`src/rtl/shs_pkg.sv`:
```
package shs_pkg;
  typedef enum logic [3:0] {
    ST_IDLE, ST_SAMP, ST_GAP, ST_PRE, ST_DA, ST_P1, ST_DB, ST_P2, ST_DC
  } seq_state_t;

  // Length minus one, with zero treated as a length of one
  function automatic logic [7:0] len_m1(input logic [7:0] len);
    return (len == 8'd0) ? 8'd0 : len - 8'd1;
  endfunction
endpackage

```
`src/rtl/shs_phase_fsm.sv`:
```
module shs_phase_fsm
  import shs_pkg::*;
#(
  parameter int CNT_W = 8
) (
  input  logic             clk,
  input  logic             rst_n,
  input  logic             start,
  input  logic             last_row,
  input  logic [CNT_W-1:0] samp_len,
  input  logic [CNT_W-1:0] gap_len,
  input  logic [CNT_W-1:0] rst_len,
  input  logic [CNT_W-1:0] dead_len,
  input  logic [CNT_W-1:0] ph_len,
  output logic             samp_main,
  output logic             samp_bot,
  output logic             node_rst,
  output logic             ph1,
  output logic             ph2,
  output logic             busy,
  output logic             row_load,
  output logic             row_step,
  output logic             row_clr
);
  seq_state_t       st_q, st_d;
  logic [CNT_W-1:0] cnt_q, cnt_d;

  function automatic logic [CNT_W-1:0] dm1(input logic [CNT_W-1:0] len);
    return (len == '0) ? '0 : len - 1'b1;
  endfunction

  always_comb begin
    st_d     = st_q;
    cnt_d    = cnt_q;
    row_load = 1'b0;
    row_step = 1'b0;
    row_clr  = 1'b0;
    if (st_q == ST_IDLE) begin
      if (start) begin
        st_d  = ST_SAMP;
        cnt_d = dm1(samp_len);
      end
    end else if (cnt_q != '0) begin
      cnt_d = cnt_q - 1'b1;
    end else begin
      unique case (st_q)
        ST_SAMP: begin st_d = ST_GAP; cnt_d = dm1(gap_len);  end
        ST_GAP:  begin st_d = ST_PRE; cnt_d = dm1(rst_len); row_load = 1'b1; end
        ST_PRE:  begin st_d = ST_DA;  cnt_d = dm1(dead_len); end
        ST_DA:   begin st_d = ST_P1;  cnt_d = dm1(ph_len);   end
        ST_P1:   begin st_d = ST_DB;  cnt_d = dm1(dead_len); end
        ST_DB:   begin st_d = ST_P2;  cnt_d = dm1(ph_len);   end
        ST_P2:   begin st_d = ST_DC;  cnt_d = dm1(dead_len); end
        ST_DC: begin
          if (last_row) begin
            st_d    = ST_IDLE;
            row_clr = 1'b1;
          end else begin
            st_d     = ST_PRE;
            cnt_d    = dm1(rst_len);
            row_step = 1'b1;
          end
        end
        default: st_d = ST_IDLE;
      endcase
    end
  end

  always_ff @(posedge clk or negedge rst_n) begin
    if (!rst_n) begin
      st_q  <= ST_IDLE;
      cnt_q <= '0;
    end else begin
      st_q  <= st_d;
      cnt_q <= cnt_d;
    end
  end

  assign samp_bot  = (st_q == ST_SAMP);
  assign samp_main = (st_q == ST_SAMP) || (st_q == ST_GAP);
  assign node_rst  = (st_q == ST_PRE);
  assign ph1       = (st_q == ST_P1);
  assign ph2       = (st_q == ST_P2);
  assign busy      = (st_q != ST_IDLE);


  main_after_bot_chk: assert property (@(posedge clk) disable iff (!rst_n)
    $fell(samp_main) |-> !$past(samp_bot));

  ph2_after_gap_chk: assert property (@(posedge clk) disable iff (!rst_n)
    $rose(ph2) |-> !$past(ph1));

  start_samples_chk: assert property (@(posedge clk) disable iff (!rst_n)
    $rose(busy) |-> (samp_main && samp_bot));
endmodule

```
`src/rtl/shs_row_ring.sv`:
```
module shs_row_ring #(
  parameter int ROWS = 16
) (
  input  logic            clk,
  input  logic            rst_n,
  input  logic            row_load,
  input  logic            row_step,
  input  logic            row_clr,
  output logic [ROWS-1:0] row_sel,
  output logic            last_row
);
  logic [ROWS-1:0] row_q, row_d;
  logic            row_en;

  assign row_en = row_load | row_step | row_clr;

  always_comb begin
    row_d = row_q;
    if (row_load)      row_d = {{(ROWS-1){1'b0}}, 1'b1};
    else if (row_step) row_d = {row_q[ROWS-2:0], 1'b0};
    else if (row_clr)  row_d = '0;
  end

  always_ff @(posedge clk or negedge rst_n) begin
    if (!rst_n)      row_q <= '0;
    else if (row_en) row_q <= row_d;
  end

  assign row_sel  = row_q;
  assign last_row = row_q[ROWS-1];


  row_onehot_chk: assert property (@(posedge clk) disable iff (!rst_n)
    $onehot0(row_sel));
endmodule

```
`src/rtl/shs_overrun_ctr.sv`:
```
module shs_overrun_ctr #(
  parameter int OVR_W = 8
) (
  input  logic             clk,
  input  logic             rst_n,
  input  logic             drop,
  output logic [OVR_W-1:0] count
);
  logic [OVR_W-1:0] cnt_q, cnt_d;
  logic             cnt_en;

  assign cnt_en = drop && (cnt_q != {OVR_W{1'b1}});
  assign cnt_d  = cnt_q + 1'b1;

  always_ff @(posedge clk or negedge rst_n) begin
    if (!rst_n)      cnt_q <= '0;
    else if (cnt_en) cnt_q <= cnt_d;
  end

  assign count = cnt_q;
endmodule

```
`src/rtl/shs_frame_sequencer.sv`:
```
module shs_frame_sequencer #(
  parameter int ROWS  = 16,
  parameter int CNT_W = 8,
  parameter int OVR_W = 8
) (
  input  logic             clk,
  input  logic             rst_n,
  input  logic             frame_tick,
  input  logic [CNT_W-1:0] samp_len,
  input  logic [CNT_W-1:0] gap_len,
  input  logic [CNT_W-1:0] rst_len,
  input  logic [CNT_W-1:0] dead_len,
  input  logic [CNT_W-1:0] ph_len,
  output logic             samp_main,
  output logic             samp_bot,
  output logic [1:0]       slot_sel,
  output logic             newer_slot,
  output logic [ROWS-1:0]  row_sel,
  output logic             node_rst,
  output logic             ph1,
  output logic             ph2,
  output logic             rd_clk,
  output logic             busy,
  output logic [OVR_W-1:0] overrun_cnt
);
  localparam int SLOTS = 2;

  logic row_load, row_step, row_clr, last_row;
  logic accept, drop;
  logic slot_q, slot_d;

  assign accept = frame_tick && !busy;
  assign drop   = frame_tick && busy;

  shs_phase_fsm #(.CNT_W(CNT_W)) u_fsm (
    .clk(clk), .rst_n(rst_n), .start(frame_tick), .last_row(last_row),
    .samp_len(samp_len), .gap_len(gap_len), .rst_len(rst_len),
    .dead_len(dead_len), .ph_len(ph_len),
    .samp_main(samp_main), .samp_bot(samp_bot), .node_rst(node_rst),
    .ph1(ph1), .ph2(ph2), .busy(busy),
    .row_load(row_load), .row_step(row_step), .row_clr(row_clr)
  );

  shs_row_ring #(.ROWS(ROWS)) u_rows (
    .clk(clk), .rst_n(rst_n), .row_load(row_load), .row_step(row_step),
    .row_clr(row_clr), .row_sel(row_sel), .last_row(last_row)
  );

  shs_overrun_ctr #(.OVR_W(OVR_W)) u_ovr (
    .clk(clk), .rst_n(rst_n), .drop(drop), .count(overrun_cnt)
  );

  assign slot_d = ~slot_q;

  always_ff @(posedge clk or negedge rst_n) begin
    if (!rst_n)      slot_q <= 1'b1;
    else if (accept) slot_q <= slot_d;
  end

  assign newer_slot = slot_q;
  assign rd_clk     = ph1 | ph2;

  for (genvar s = 0; s < SLOTS; s++) begin : g_slot
    assign slot_sel[s] = samp_main && (slot_q == s[0]);
  end


  slot_flip_chk: assert property (@(posedge clk) disable iff (!rst_n)
    $rose(samp_main) |-> (newer_slot != $past(newer_slot)));

  phase_in_row_chk: assert property (@(posedge clk) disable iff (!rst_n)
    rd_clk |-> ($onehot(row_sel) && !node_rst));

  pre_in_row_chk: assert property (@(posedge clk) disable iff (!rst_n)
    node_rst |-> $onehot(row_sel));

  overrun_step_chk: assert property (@(posedge clk) disable iff (!rst_n)
    (frame_tick && busy && (overrun_cnt != {OVR_W{1'b1}})) |=>
      (overrun_cnt == $past(overrun_cnt) + 1'b1));

  drop_keeps_slot_chk: assert property (@(posedge clk) disable iff (!rst_n)
    (frame_tick && busy) |=> $stable(newer_slot));
endmodule

```
`config.mk`:
```
export PLATFORM = sky130hd
export DESIGN_NAME = shs_frame_sequencer
export DESIGN_NICKNAME = d
export VERILOG_FILES = /design/src/rtl/shs_pkg.sv /design/src/rtl/shs_phase_fsm.sv /design/src/rtl/shs_row_ring.sv /design/src/rtl/shs_overrun_ctr.sv /design/src/rtl/shs_frame_sequencer.sv
export SDC_FILE = /design/constraint.sdc
export NUM_CORES = 1
export LEC_CHECK = 0
export ABC_CLOCK_PERIOD_IN_PS = 3680
export BUFFER_PORTS_ARGS = -buffer_cell sky130_fd_sc_hd__buf_4
export CORE_MARGIN = 5
export CORE_UTILIZATION = 35
export CTS_CLUSTER_SIZE = 12
export DETAILED_ROUTE_END_ITERATION = 6
export GPL_TIMING_DRIVEN = 0
export RECOVER_POWER = 100
export SYNTH_ARGS = -nofsm -noshare
export SYNTH_HDL_FRONTEND = slang
export SYNTH_HIERARCHICAL = 1
export SYNTH_SLANG_ARGS = --single-unit
```
`constraint.sdc`:
```
create_clock -name clk -period 3.68 [get_ports clk]
set_input_delay 1.104 -clock clk [delete_from_list [all_inputs] [get_ports clk]]
set_output_delay 1.104 -clock clk [all_outputs]
set_load 0.1 [all_outputs]
```
==> summary.txt, run 1 <==
First-pass GRT wire length = 12.7 mm
Max-cap violations = 1
Setup ws final = 207 ps
Initial drt markers = 96
Largest stage delay, worst path = 600 ps
Share of cells above drive strength 1 = 20.1%
Mapped Area = 2970 sq um
Fin. Hold Viols = 0
Max Freq = 288 MHz
Commonest register cell after synthesis = dfrtp_1
CTS H-tree lvls = 2
Final Net Count = 472
Sequential share of the synthesized area = 31.3%
Finished Core Util = 43.7%
Clock sink count = 37
CP max FO = 9
FF-to-FF setup slack = 270 ps
Fin crit share = 94.4%
CP arrival = 2370 ps
Commonest cells post-synth = dfrtp_1, nor2_1, nand2_1, inv_1, xnor2_1
Worst hold slack = 515 ps
Async set or reset register ratio after synthesis = 100%
Largest net degree at the start of global routing = 38
EDFF count, synth = 0
Reg clk slew, reported paths = 80 ps
Detailed Route WL = 7.83 mm
Min-Delay Path Class = flop to flop
Number of antenna violations at the first check in global routing = 0
Antenna Cells = 0
Die Wd = 102 um
Top post-synthesis cells by area = dfrtp_1, xnor2_1, ha_1
Slew @ Worst Pin = 1980 ps
Max Slew Vio Count = 38
Critical Path Slowest Stage Cell = nor3_1
Crit Path Class = flop to output port
Worst Setup Start Kind = flop
CP endpoint kind = output port
Vias in the first global route = 2686
Final setup violation count = 0
GRT Total Usage = 15.1%
Die ar. = 10400 sq um
Post-synth top area cell = dfrtp_1
Slew HR = -32.3%
Layout Area Growth over Synthesis = 21.6%
Via density = 5.43
Count of cell types in the netlist = 68
Total congestion overflow = 0
Post-CTS setup buffers = 0
Worst-Skew Late Latency = 290 ps
VDD IR max = 0.295 mV
PwrDens = 667 nW/um^2
Initial core utilization = 35.9%
Core Region = 8260 sq um
Syn avg cell area = 8.88 sq um
Setup Skew = 7.70 ps
Pre-antenna DRT Iters = 6
P_leak = 1.52 nW
Status = finished, violations left
Detailed Place HPWL = 6.30 mm
Worst path cell trace = clkbuf_1 > or2_0 > nor3_1 > inv_1 > clkbuf_4
Die Y = 102 um
Post-synthesis instance total = 334
I/O Buffers = 76
Number of remaining DRC errors = 0
DR vias = 2839
Final Wtd Congestion = 0.852
Finished Layout Cells = 523
Top-count cell post-synth = dfrtp_1
Routed wire per std cell = 15.0 um
Setup tns final = 0 ps
RSZ-0062 raised after global routing = false
Synth warn = 6
Inst Count DP = 515
Required @ worst endpoint = 2580 ps
Seq cells post-synth = 37
Std-Cell Rows = 33
Failing checks = max-capacitance violations, max-slew violations
Total CTS buffers = 5
Pre-CTS WS = 492 ps
Root Driver = clkbuf_8
Post-Syn Nets = 389
PostCTS Resize Cnt = 0
Ports = 77
Clock Tree Buf Depth = 2
Synth top area share = 30.4%
Post-DRT Antenna Nets = 0
Minimum clock period = 3470 ps
Hold Buf Count CTS = 0
CTS tree = built
## metal layers
metal / track usage (%) / part of all wire, %
met5: 0 / 0
met3: 3.14 / 7.1
met2: 23.9 / 45
met4: 3.43 / 0.89
met1: 21.2 / 47
## critical path: cells and delay by family, from the launching register on
family	cells	cell delay, ps
AND/OR/NAND/NOR	2	880
buffers and inverters	3	820
flip-flops	1	370
## worst paths after layout
path,start,endpoint,cells after the start
setup / recovery,u_fsm/st_q[0],busy,5
hold reg to reg,newer_slot,newer_slot,1
setup reg to reg,u_fsm/cnt_q[3],u_rows/row_sel[14],8
max in group asynchronous,rst_n,u_fsm/cnt_q[5],1
min in group asynchronous,rst_n,u_rows/row_sel[10],1
hold / removal,newer_slot,newer_slot,1
## sequential cells by signal, indices dropped and copies added (netlist names)
name / flops
u_rows/row_sel: 16
u_fsm/cnt_q: 8
u_ovr/count: 8
u_fsm/st_q: 4
newer_slot: 1
## metrics by stage
stage	cell area (sq um)	total power, mW
after floorplan	2980	1.79
after global placement	3680	2.12
after detailed placement	3680	2.14
after CTS	3800	2.52
after global routing	3610	2.56
final	3610	2.40
## power breakdown
part | switching, mW | total, mW | internal, mW
combinational | 1.01 | 1.39 | 0.383
clock | 0.151 | 0.371 | 0.220
sequential | 0.125 | 0.642 | 0.517
total | 1.28 | 2.40 | 1.12
## cell families (layout without fill, tap and decap cells)
family / after synthesis / in the layout / synth area share, %
and+or+nand+nor: 120 / 120 / 22.4
AOI/OAI and AO/OA: 97 / 97 / 24.8
DFF: 37 / 37 / 31.3
buffers and inverters: 32 / 116 / 5.19
xor gates and xnor gates: 25 / 25 / 7.38
adders and majority gates: 12 / 12 / 5.06
muxes: 11 / 11 / 3.92
## cell type report
| class | count | area (sq um) |
|---|---|---|
| fill | 892 | 4650 |
| multi-input combinational | 265 | 1850 |
| sequential | 37 | 927 |
| timing repair buffer | 76 | 445 |
| tap | 105 | 131 |
| clock buffer | 6 | 82.6 |
| inverter | 21 | 78.8 |
| buffer | 11 | 55.1 |
| clock inverter | 2 | 37.5 |
## placed cells by master (no fill, tap or decap), types with 4 or more instances in the layout
cell and n:
buf_4 40, dfrtp_1 36, clkbuf_1 35, nor2_1 28
nand2_1 24, inv_1 20, xnor2_1 18, nor3_1 17
o21ai_0 17, a21oi_1 16, ha_1 12, o22ai_1 10
a32o_2 10, mux2i_1 9, clkbuf_2 8, or3_1 8
xor2_1 7, clkbuf_8 6, nor3b_1 6, nor4_1 5
o211ai_1 5, o221ai_1 5, a32o_1 5, nand2b_1 4
nand3_1 4, a31oi_1 4
No activity file was read; power rests on OpenSTA's default activity.
==> inputs of run 2 (changes only) <==
Settings changed: ABC_AREA set to 1.
==> run 2 against run 1 <==
The run still ends with max-capacitance violations, max-slew violations left. Final area up 10%. Sequential power down 26%. First-iteration DRC count up 40%. Clock-buffer cell count down 1. Worst hold slack worse by 3.9 ps. Synthesized area up 13%. Register-to-register slack better by 530 ps. Sequential share of layout area down 2.4 points. Critical endpoint is now ph1. Highest routed layer unchanged.
==> summary.txt, run 2 <==
Status = finished, violations left
Failing checks = max-capacitance violations, max-slew violations
Async set or reset register ratio after synthesis = 100%
PostCTS Resize Cnt = 0
Clock Tree Buf Depth = 2
First-pass GRT wire length = 14.2 mm
Clock sink count = 37
Initial drt markers = 134
Final Net Count = 665
Root Driver = clkbuf_8
Setup Skew = 7.50 ps
Finished Core Util = 42.8%
Max reg flops = 16
Most frequent cells in the layout = nand2_1, nor2_1, inv_1
Std-Cell Rows = 35
Detailed Place HPWL = 7.02 mm
Reg clk slew, reported paths = 80 ps
Die Y = 108 um
Detailed Route WL = 8.70 mm
Post-Syn Nets = 582
Max Slew Vio Count = 38
Met2 Usage GRT = 24.0%
Max Freq = 315 MHz
P_leak = 2.05 nW
Pre-CTS WS = 915 ps
CP endpoint kind = output port
Overall power = 1.16 mW
Number of antenna violations at the first check in global routing = 0
Design area = 3980 sq um
Post-synthesis instance total = 527
Fin crit share = 86.3%
RSZ-0062 raised after global routing = false
Filler cell count = 1040
Adder-cell share of the synthesized area = 4.49%
Crit Path Class = flop to output port
Post-DRT Antenna Nets = 0
Slew HR = -36.7%
Required @ worst endpoint = 2580 ps
Max-cap violations = 1
Met1 usage in global routing = 20.8%
Post-synth top area cell = dfrtp_1
Seq cells post-synth = 37
Initial core utilization = 36.0%
Worst hold slack = 511 ps
Critical Path Slowest Stage Cell = clkbuf_1
Antenna Cells = 0
Total CTS buffers = 5
R2R cell count = 12
Layout Area Growth over Synthesis = 18.9%
Via density = 4.65
FF-to-FF setup slack = 800 ps
Compound-gate portion of the synthesized area = 9.06%
VDD IR max = 0.208 mV
Fin. Hold Viols = 0
Setup ws final = 504 ps
Largest stage delay, worst path = 880 ps
Hold Buf Count CTS = 0
CP max FO = 7
Synth top area share = 27.0%
Hold_sp = u_rows/row_sel[10]
Final Wtd Congestion = 0.856
Hold depth = 2
Gate power share = 34.3%
Final setup violation count = 0
Routed wire per std cell = 11.8 um
Die ar. = 11600 sq um
Post-Synth XOR/XNOR Area = 4.46%
Simple-gate share of the synthesized area = 43.5%
Core Region = 9280 sq um
Post-synthesis mux area share = 0%
Commonest cells post-synth = nand2_1, nor2_1, inv_1, nand3_1, dfrtp_1
Minimum clock period = 3180 ps
Largest net degree at the start of global routing = 38
Worst-Skew Late Latency = 280 ps
Internal power = 658 uW
Top post-synthesis cells by area = dfrtp_1, nand2_1, nor2_1
Placed Area = 4110 sq um
Worst reg2reg path startpoint = u_fsm/cnt_q[0]
Clock Power Share = 25.0%
Number of remaining DRC errors = 0
Synth warn = 6
Finished Layout Cells = 740
Worst Setup EP = ph1
Commonest register cell after synthesis = dfrtp_1
Commonest non-fill, non-tap cell in the layout = nand2_1
Largest family of logic cells by synthesized area = simple AND/OR/NAND/NOR gates
Die Wd = 108 um
Worst Setup SP = u_fsm/st_q[3]
Sequential share of the synthesized area = 27.7%
Worst Setup Start Kind = flop
Net Sw Frac = 43.4%
PwrDens = 292 nW/um^2
Worst path cell trace = inv_2 > nand2_1 > nor3_4 > clkbuf_1
I/O Buffers = 76
Total congestion overflow = 0
GRT Total Usage = 14.7%
Pre-antenna DRT Iters = 4
Share of cells above drive strength 1 = 13.4%
Vias in the first global route = 3135
CP arrival = 2070 ps
Ports = 77
EDFF count, synth = 0
Syn avg cell area = 6.34 sq um
GR Util met3 = 2.22%
Setup tns final = 0 ps
Slew @ Worst Pin = 2050 ps
Critical R2R Capture = u_rows/row_sel[6]
Inst Count DP = 732
Seq pwr share = 40.6%
Count of cell types in the netlist = 40
Min-Delay Path Class = flop to flop
Mapped Area = 3340 sq um
Top-count cell post-synth = nand2_1
CTS H-tree lvls = 2
DR vias = 3438
GR peak layer = met2
P_sw = 504 uW
Post-CTS setup buffers = 0
CTS tree = built
## run 2: changes by cell type in the layout (fill, tap and decap cells not counted), moves of 9 or more
cell,delta
o22ai_1,-10
nor2_1,+52
nor3_1,-9
a32o_2,-10
xnor2_1,-12
nand3_1,+44
mux2i_1,-9
inv_1,+48
nand2_1,+147
## run 2: cell families (layout without fill, tap and decap cells)
group	Yosys count	after routing
AO/OA/AOI/OAI	49	49
XOR/XNOR	17	17
adder cells (fa/ha/maj)	12	12
buffers and inverters	83	167
flip-flops	37	37
AND/OR/NAND/NOR	329	329
## run 2: power by group through the flow
stage          Clock [mW]  Sequential, mW  Combinational [mW]
2_1_floorplan           0           0.659               0.121
3_5_place_dp            0           0.482               0.426
3_3_place_gp            0           0.480               0.424
6_report            0.291           0.472               0.399
4_1_cts             0.306           0.474               0.428
5_1_grt             0.324           0.479               0.432
## run 2: layout make-up
type / count / area [sq um] / share of cell area [%]
flip-flops and latches: 37 / 927 / 23.3
clock inverters: 3 / 21.3 / 0.535
plain buffers: 7 / 45.0 / 1.13
clock buffers: 5 / 68.8 / 1.73
inverters: 76 / 290 / 7.30
multi-input cells: 407 / 2010 / 50.6
repair buffers: 76 / 448 / 11.3
well taps: 129 / 161 / 4.06
## run 2: worst min-delay path by stage
stage,slack (ps),end
3_3_place_gp,490,u_rows/row_sel[11]
4_1_cts,520,u_rows/row_sel[11]
6_report,510,u_rows/row_sel[11]
5_1_grt,530,u_rows/row_sel[11]
3_5_place_dp,490,u_rows/row_sel[11]
2_1_floorplan,510,u_rows/row_sel[15]
## run 2: routing by layer
metal | wire length [um] | vias to the layer above
met5 | 0 | -
met4 | 97 | 0
met3 | 296 | 8
met2 | 4060 | 49
met1 | 4250 | 1570
li1 | - | 1811
## run 2: critical path: cells and delay by family, from the launching register on
family,cells,cell delay [ps]
flip-flops,1,470
buffers and inverters,2,1030
AND/OR/NAND/NOR,2,280
